### src/rtl/rr_pkg.sv
// Package: default configuration shared by the renamer and its bench.
// Assumes the physical register count exceeds the architectural count and
// that the log depth is a power of two.
package rr_pkg;
    parameter int DEF_ARCH  = 8;
    parameter int DEF_PHYS  = 16;
    parameter int DEF_HIST  = 16;
    parameter int DEF_SEQ_W = 16;
endpackage

### src/rtl/rr_freelist.sv
// Pool of unallocated physical registers, held as a bit vector.
// Allocation hands out the lowest-numbered free register. Two release ports
// (commit and squash) may free registers in the same cycle as an allocation.
// Assumes a released register is not currently free.
module rr_freelist #(
    parameter int NP = 16,
    parameter int NA = 8,
    parameter int PW = 4,
    parameter int CW = 5
) (
    input  logic          clk,
    input  logic          rst_n,
    input  logic          alloc_en,
    input  logic          rel_a_en,
    input  logic [PW-1:0] rel_a_idx,
    input  logic          rel_b_en,
    input  logic [PW-1:0] rel_b_idx,
    output logic [PW-1:0] alloc_idx,
    output logic          empty,
    output logic [CW-1:0] count
);
    logic [NP-1:0] free_q, free_d;

    // Next pool contents: clear the allocated bit, set released bits.
    always_comb begin
        free_d = free_q;
        if (alloc_en) free_d[alloc_idx] = 1'b0;
        if (rel_a_en) free_d[rel_a_idx] = 1'b1;
        if (rel_b_en) free_d[rel_b_idx] = 1'b1;
    end

    // Pool register: registers above the architectural range start free.
    always_ff @(posedge clk) begin
        if (!rst_n) begin
            for (int i = 0; i < NP; i++) free_q[i] <= (i >= NA);
        end else begin
            free_q <= free_d;
        end
    end

    // Lowest-index priority pick.
    always_comb begin
        alloc_idx = '0;
        for (int i = NP - 1; i >= 0; i--)
            if (free_q[i]) alloc_idx = PW'(i);
    end

    // Population count of the pool.
    always_comb begin
        count = '0;
        for (int i = 0; i < NP; i++) count = count + CW'(free_q[i]);
    end

    assign empty = ~|free_q;
endmodule

### src/rtl/rr_maptable.sv
// Architectural-to-physical mapping table plus per-physical ready flags.
// Two read ports: one for source lookup (with ready), one for the
// destination's displaced register. One write port shared by rename and
// squash restore, which never act in the same cycle.
module rr_maptable #(
    parameter int NA = 8,
    parameter int NP = 16,
    parameter int AW = 3,
    parameter int PW = 4
) (
    input  logic          clk,
    input  logic          rst_n,
    input  logic [AW-1:0] src_arch,
    output logic [PW-1:0] src_phys,
    output logic          src_ready,
    input  logic [AW-1:0] dst_arch,
    output logic [PW-1:0] dst_prev,
    input  logic          wr_en,
    input  logic [AW-1:0] wr_arch,
    input  logic [PW-1:0] wr_phys,
    input  logic          clr_en,
    input  logic [PW-1:0] clr_idx,
    input  logic          set_en,
    input  logic [PW-1:0] set_idx
);
    logic [PW-1:0] map_q [NA];
    logic [NP-1:0] rdy_q;

    // Mapping table: identity at reset, one write per cycle.
    always_ff @(posedge clk) begin
        if (!rst_n) begin
            for (int i = 0; i < NA; i++) map_q[i] <= PW'(i);
        end else if (wr_en) begin
            map_q[wr_arch] <= wr_phys;
        end
    end

    // Ready flags: all set at reset, cleared on allocation, set by write port.
    always_ff @(posedge clk) begin
        if (!rst_n) begin
            rdy_q <= '1;
        end else begin
            if (clr_en) rdy_q[clr_idx] <= 1'b0;
            if (set_en) rdy_q[set_idx] <= 1'b1;
        end
    end

    assign src_phys  = map_q[src_arch];
    assign src_ready = rdy_q[src_phys];
    assign dst_prev  = map_q[dst_arch];
endmodule

### src/rtl/rr_history.sv
// Circular log of rename records. Pushes go to the young end (head); the
// squash walk pops from the young end, commit pops from the old end (tail).
// Assumes HD is a power of two, that a young pop never coincides with a push
// or an old pop, and that the caller never pushes when full or pops when empty.
module rr_history #(
    parameter int HD  = 16,
    parameter int SW  = 16,
    parameter int AW  = 3,
    parameter int PW  = 4,
    parameter int HCW = 5
) (
    input  logic           clk,
    input  logic           rst_n,
    input  logic           push_en,
    input  logic [SW-1:0]  push_seq,
    input  logic [AW-1:0]  push_arch,
    input  logic [PW-1:0]  push_new,
    input  logic [PW-1:0]  push_prev,
    input  logic           push_has,
    input  logic           pop_young,
    input  logic           pop_old,
    output logic [SW-1:0]  y_seq,
    output logic [AW-1:0]  y_arch,
    output logic [PW-1:0]  y_new,
    output logic [PW-1:0]  y_prev,
    output logic           y_has,
    output logic [SW-1:0]  o_seq,
    output logic [PW-1:0]  o_prev,
    output logic           o_has,
    output logic [HCW-1:0] count
);
    localparam int HPW = $clog2(HD);

    typedef struct packed {
        logic [SW-1:0] seq;
        logic [AW-1:0] arch;
        logic [PW-1:0] newp;
        logic [PW-1:0] prevp;
        logic          has;
    } rec_t;

    rec_t           mem_q [HD];
    logic [HPW-1:0] head_q, tail_q, young_idx;
    rec_t           yrec, orec;

    // Record storage: written at the head slot on push.
    always_ff @(posedge clk) begin
        if (push_en) mem_q[head_q] <= '{push_seq, push_arch, push_new, push_prev, push_has};
    end

    // Pointers and occupancy.
    always_ff @(posedge clk) begin
        if (!rst_n) begin
            head_q <= '0;
            tail_q <= '0;
            count  <= '0;
        end else begin
            if (push_en)        head_q <= head_q + HPW'(1);
            else if (pop_young) head_q <= head_q - HPW'(1);
            if (pop_old)        tail_q <= tail_q + HPW'(1);
            count <= count + HCW'(push_en) - HCW'(pop_young) - HCW'(pop_old);
        end
    end

    assign young_idx = head_q - HPW'(1);
    assign yrec      = mem_q[young_idx];
    assign orec      = mem_q[tail_q];
    assign y_seq     = yrec.seq;
    assign y_arch    = yrec.arch;
    assign y_new     = yrec.newp;
    assign y_prev    = yrec.prevp;
    assign y_has     = yrec.has;
    assign o_seq     = orec.seq;
    assign o_prev    = orec.prevp;
    assign o_has     = orec.has;
endmodule

### src/rtl/reg_renamer.sv
// Register renamer top: ties together the mapping table, the free pool and
// the undo log, and sequences commit, rename and the one-record-per-cycle
// squash walk. Assumes sequence numbers increase with program order and do
// not wrap while records are live.
module reg_renamer #(
    parameter int NUM_ARCH   = rr_pkg::DEF_ARCH,
    parameter int NUM_PHYS   = rr_pkg::DEF_PHYS,
    parameter int HIST_DEPTH = rr_pkg::DEF_HIST,
    parameter int SEQ_W      = rr_pkg::DEF_SEQ_W,
    localparam int AW  = $clog2(NUM_ARCH),
    localparam int PW  = $clog2(NUM_PHYS),
    localparam int CW  = $clog2(NUM_PHYS + 1),
    localparam int HCW = $clog2(HIST_DEPTH + 1)
) (
    input  logic             clk,
    input  logic             rst_n,
    input  logic [AW-1:0]    src_arch,
    output logic [PW-1:0]    src_phys,
    output logic             src_ready,
    input  logic             ren_valid,
    input  logic             ren_has_dst,
    input  logic [AW-1:0]    ren_arch,
    input  logic [SEQ_W-1:0] ren_seq,
    output logic             ren_stall,
    output logic             ren_accept,
    output logic [PW-1:0]    ren_new_phys,
    output logic [PW-1:0]    ren_prev_phys,
    input  logic             cmt_valid,
    input  logic [SEQ_W-1:0] cmt_seq,
    input  logic             sq_valid,
    input  logic [SEQ_W-1:0] sq_seq,
    output logic             busy,
    input  logic             rdy_set_valid,
    input  logic [PW-1:0]    rdy_set_phys,
    output logic [CW-1:0]    free_count
);
    logic [SEQ_W-1:0] bound_q;
    logic [PW-1:0]    alloc_idx, dst_prev;
    logic             pool_empty;
    logic [HCW-1:0]   hist_cnt;
    logic             hist_full, hist_empty;
    logic [SEQ_W-1:0] y_seq, o_seq;
    logic [AW-1:0]    y_arch;
    logic [PW-1:0]    y_new, y_prev, o_prev;
    logic             y_has, o_has;
    logic             do_walk, walk_done, cmt_ok, alloc_en, undo_map;

    assign hist_full  = (hist_cnt == HCW'(HIST_DEPTH));
    assign hist_empty = (hist_cnt == '0);

    // Control decisions for this cycle.
    always_comb begin
        do_walk    = busy && !sq_valid && !hist_empty && (y_seq > bound_q);
        walk_done  = busy && !sq_valid && !do_walk;
        ren_stall  = busy || sq_valid || hist_full || (ren_has_dst && pool_empty);
        ren_accept = ren_valid && !ren_stall;
        alloc_en   = ren_accept && ren_has_dst;
        undo_map   = do_walk && y_has;
        cmt_ok     = cmt_valid && !busy && !sq_valid && !hist_empty && (o_seq == cmt_seq);
    end

    // Squash walk state: latch the surviving bound, clear when walk ends.
    always_ff @(posedge clk) begin
        if (!rst_n) begin
            busy    <= 1'b0;
            bound_q <= '0;
        end else if (sq_valid) begin
            busy    <= 1'b1;
            bound_q <= sq_seq;
        end else if (walk_done) begin
            busy    <= 1'b0;
        end
    end

    assign ren_new_phys  = alloc_idx;
    assign ren_prev_phys = dst_prev;

    rr_maptable #(.NA(NUM_ARCH), .NP(NUM_PHYS), .AW(AW), .PW(PW)) u_map (
        .clk      (clk),
        .rst_n    (rst_n),
        .src_arch (src_arch),
        .src_phys (src_phys),
        .src_ready(src_ready),
        .dst_arch (ren_arch),
        .dst_prev (dst_prev),
        .wr_en    (alloc_en || undo_map),
        .wr_arch  (undo_map ? y_arch : ren_arch),
        .wr_phys  (undo_map ? y_prev : alloc_idx),
        .clr_en   (alloc_en),
        .clr_idx  (alloc_idx),
        .set_en   (rdy_set_valid),
        .set_idx  (rdy_set_phys)
    );

    rr_freelist #(.NP(NUM_PHYS), .NA(NUM_ARCH), .PW(PW), .CW(CW)) u_pool (
        .clk      (clk),
        .rst_n    (rst_n),
        .alloc_en (alloc_en),
        .rel_a_en (cmt_ok && o_has),
        .rel_a_idx(o_prev),
        .rel_b_en (undo_map),
        .rel_b_idx(y_new),
        .alloc_idx(alloc_idx),
        .empty    (pool_empty),
        .count    (free_count)
    );

    rr_history #(.HD(HIST_DEPTH), .SW(SEQ_W), .AW(AW), .PW(PW), .HCW(HCW)) u_log (
        .clk      (clk),
        .rst_n    (rst_n),
        .push_en  (ren_accept),
        .push_seq (ren_seq),
        .push_arch(ren_arch),
        .push_new (alloc_idx),
        .push_prev(dst_prev),
        .push_has (ren_has_dst),
        .pop_young(do_walk),
        .pop_old  (cmt_ok),
        .y_seq    (y_seq),
        .y_arch   (y_arch),
        .y_new    (y_new),
        .y_prev   (y_prev),
        .y_has    (y_has),
        .o_seq    (o_seq),
        .o_prev   (o_prev),
        .o_has    (o_has),
        .count    (hist_cnt)
    );
endmodule

### config.mk
export PLATFORM = sky130hd
export DESIGN_NAME = reg_renamer
export DESIGN_NICKNAME = d
export VERILOG_FILES = /design/src/rtl/rr_pkg.sv /design/src/rtl/rr_freelist.sv /design/src/rtl/rr_maptable.sv /design/src/rtl/rr_history.sv /design/src/rtl/reg_renamer.sv
export SDC_FILE = /design/constraint.sdc
export NUM_CORES = 1
export LEC_CHECK = 0
export BUFFER_PORTS_ARGS = -buffer_cell sky130_fd_sc_hd__buf_4
export CAP_MARGIN = 20
export CORE_MARGIN = 2
export CORE_UTILIZATION = 62
export DETAILED_ROUTE_END_ITERATION = 7
export PLACE_DENSITY = 0.8
export RECOVER_POWER = 25
export SYNTH_ARGS = -nofsm -noshare
export SYNTH_HDL_FRONTEND = slang
export SYNTH_HIERARCHICAL = 1
export SYNTH_SLANG_ARGS = --single-unit
### constraint.sdc
create_clock -name clk -period 7.26 [get_ports clk]
set_input_delay 0.363 -clock clk [delete_from_list [all_inputs] [get_ports clk]]
set_output_delay 0.363 -clock clk [all_outputs]
set_load 0.005 [all_outputs]
==> impl_metrics.py <==
metrics = {
    "worst_setup_path": {
        "rr_endpoint": "u_log/count[3]",
        "cp_data_required_time_ns": 7.75,
        "endpoint_kind": "flip-flop",
        "arrival_ns": 6.01,
        "crit_path_start_kind": "flip-flop",
        "ff2ff_setup_slack_ns": 1.74,
        "r2r_cells": 18,
        "path_class": "reg2reg",
        "cp_max_fo": 45,
    },
    "placement": {
        "gp_congestion": 0.924,
        "dpl.hpwl_um": 40400,
        "preCtsSetupSlack_ns": 1.84,
        "dpl_cell_area_um2": 27200,
        "portBuffers": 85,
    },
    "sta": {
        "slew_headroom_pct": 20.6,
        "tightestPinTransition_ns": 1.19,
        "timing.fmax_ghz": 0.181,
        "fin_crit_sh_pct": 76.0,
        "hold_violations": 0,
        "totalNegativeSetupSlack_ns": 0,
        "setup_viol": 0,
        "grt_setup_unrepaired": "no",
        "drv_slew": 0,
        "period_needed_ns": 5.52,
        "fin_worst_skew_ns": 0.0182,
        "fin_ws_ns": 1.74,
    },
    "logic_synthesis": {
        "synth-compound-area-share_pct": 7.02,
        "synth-edff-count": 480,
        "ys_ff_latch": 546,
        "ys_types": 76,
        "synth-xor-area-share_pct": 0.879,
        "synth_nets": 1660,
        "async_flop_share_pct": 0,
        "yosys_warnings": 6,
        "synth_top_family_by_area": "multiplexers",
        "synthSimpleGateAreaFrac_pct": 6.04,
        "synthFlopType": "edfxtp_1",
        "syn_area_um2": 25900,
        "syn_area_per_cell_um2": 16.7,
        "seq_area_frac_synth_pct": 60.8,
        "synthMuxAreaShare_pct": 20.3,
        "synthCells": 1549,
        "synthAdderAreaFrac_pct": 2.57,
    },
    "clock_network": {
        "root_buffer": "clkbuf_16",
        "clk_path_buf_depth": 3,
        "cts-htree-levels": 2,
        "cts_buffers": 55,
        "insertion_delay_ns": 0.61,
        "clk_pin_slew_ns": 0.06,
        "cts_tree": "done",
        "clock_sinks": 546,
        "post-cts-setup-buffer-count": 0,
        "post_cts_resized": 0,
        "cts_hold_buf": 0,
    },
    "min_path": {
        "min_from": "sq_seq[11]",
        "whs_path_depth": 3,
        "hold_path_class": "in2reg",
        "hold_end": "bound_q[11]",
    },
    "routing": {
        "num_vias": 16244,
        "drc": 0,
        "vias_per_cell": 7.30,
        "dr.pass1.iters": 5,
        "ant_nets": 0,
        "routedWlPerCell_um": 31.2,
        "first_iter_violations": 2419,
        "wl_um": 69400,
    },
    "global_routing": {
        "busiest_layer": "met2",
        "grt_max_degree": 118,
        "grt_overflow_total": 0,
        "grt_use_met2_pct": 50.3,
        "grt_pass1_vias": 16176,
        "use_met3_pct": 9.78,
        "grt_pass1_wl_um": 104000,
        "use_met1_pct": 44.3,
        "antenna_found_initial": 4,
        "grt_usage_pct": 32.6,
    },
    "power": {
        "p_leak_uw": 0.00936,
        "vdd_ir_drop_max_v": 0.000220,
        "power.density_nw_per_um2": 267,
    },
    "finish": {
        "final_area_um2": 28900,
        "syn_to_final_growth_pct": 11.7,
        "layout_common_cells": "edfxtp_1, mux4_2, buf_4, o21ai_0, dfxtp_1",
        "post-route-util_pct": 70.5,
        "drive_gt1_share_pct": 27.6,
        "layout.nets": 1755,
        "final_common_cell": "edfxtp_1",
    },
    "die": {
        "start_util_pct": 63.1,
        "die_h_um": 208,
        "floorplan.core_area_um2": 41000,
        "die_w_um": 208,
        "die_area_um2": 43400,
        "io_pins": 86,
        "row_count": 74,
    },
    "job": {
        "maxCapViolCount": 0,
    },
    "outcome": {
        "outcome": "complete, no violations",
    },
}
==> where the power goes <==
group | total, uW | internal (uW) | switching (uW)
registers | 3510 | 3470 | 35.3
logic | 1450 | 599 | 850
clock network | 2760 | 1590 | 1170
==> critical path: stages, from the launching register on <==
cell	delay, ns
dfxtp_4	0.82
buf_12	0.41
mux4_2	0.57
a22oi_1	0.22
nand2_1	0.10
xnor2_1	0.58
nand4_1	0.35
nor4_1	0.38
buf_4	0.24
inv_1	0.07
fa_1	0.35
inv_1	0.07
ha_1	0.22
inv_1	0.06
ha_1	0.16
inv_1	0.06
fa_1	0.38
xnor2_1	0.14
and2_1	0.15
==> layer usage <==
metal	up-vias	share of wire, %	wire, um
met4	4	4.0	2780
met1	8165	34	23900
met3	214	14	9770
li1	6530	-	-
met2	1331	47	32900
met5	-	0.033	23
==> state kept, by name (all words and copies together), names as in the netlist, named ones only <==
register and flops:
u_log/head_q 4, u_map/map_q 32, u_log/count 5, bound_q 16, u_pool/free_q 16, busy 1
u_log/tail_q 4, u_log/mem_q 448, u_map/rdy_q 16
==> kinds of logic (layout without fill, tap and decap cells) <==
group,after synthesis,count (layout)
and+or+nand+nor,281,281
DFF,546,546
AOI/OAI and AO/OA,252,252
other,0,2
adders and majority gates,46,46
buffers and inverters,144,285
xor gates and xnor gates,26,26
muxes,254,254
==> per-stage QoR <==
| stage | hold WS (ns) | cells | total power (uW) |
|---|---|---|---|
| 4_1_cts | 0.00147 | 2220 | 7720 |
| 3_3_place_gp | 0.468 | 2116 | 4950 |
| 3_5_place_dp | 0.479 | 2117 | 4990 |
| 6_report | 0.0141 | 2224 | 7720 |
| 5_1_grt | 0.0140 | 2223 | 7970 |
| 2_1_floorplan | 0.453 | 1549 | 4550 |
==> synthesized netlist by cell type (3+ instances only) <==
cell type	instances	area (um^2)
edfxtp_1	480	14400
mux4_2	205	4620
o21ai_0	86	430
dfxtp_1	66	1320
a22oi_1	61	458
inv_1	55	206
nand3_1	51	255
clkbuf_1	45	169
and2_1	40	250
nand2_1	40	150
ha_1	34	425
nor2_1	30	113
mux2i_1	29	290
nor2b_1	29	181
buf_2	24	120
a22oi_2	19	238
xnor2_1	19	166
or3_1	15	93.8
a21oi_1	13	65.1
nand4_1	13	81.3
and3_1	12	75.1
fa_1	12	240
o211ai_1	12	90.1
mux2_2	11	124
nand2b_1	11	68.8
buf_6	8	90.1
nor3_1	7	35.0
xor2_1	7	61.3
buf_1	6	22.5
mux4_1	6	158
nor3b_1	6	45.0
nor4_1	6	37.5
a21boi_0	5	37.5
nand3b_1	5	37.5
o311ai_0	5	43.8
o31ai_1	5	37.5
o41ai_1	5	43.8
a21o_1	4	30.0
a31oi_1	4	25.0
o22ai_1	4	25.0
or2_2	4	25.0
a2111oi_0	3	26.3
inv_2	3	11.3
==> worst max path at each step <==
stage / end / slack [ns] / cells past startpoint
floorplan: u_log/count[3] / 1.88 / 24
finish: u_log/count[3] / 1.74 / 18
global route: u_map/map_q[0][1] / 1.55 / 14
global placement: u_log/count[3] / 1.97 / 18
CTS: u_log/count[3] / 1.81 / 18
detailed placement: u_log/count[3] / 1.84 / 18
==> layout make-up <==
| cell class | instances | area, um^2 |
|---|---|---|
| sequential | 546 | 15700 |
| clock buffer | 77 | 1510 |
| fill | 2531 | 12100 |
| antenna | 2 | 5.00 |
| clock inverter | 26 | 239 |
| multi-input combinational | 859 | 9620 |
| tap | 532 | 666 |
| timing repair buffer | 124 | 925 |
| inverter | 58 | 218 |
(Power assumes the default switching activity.)
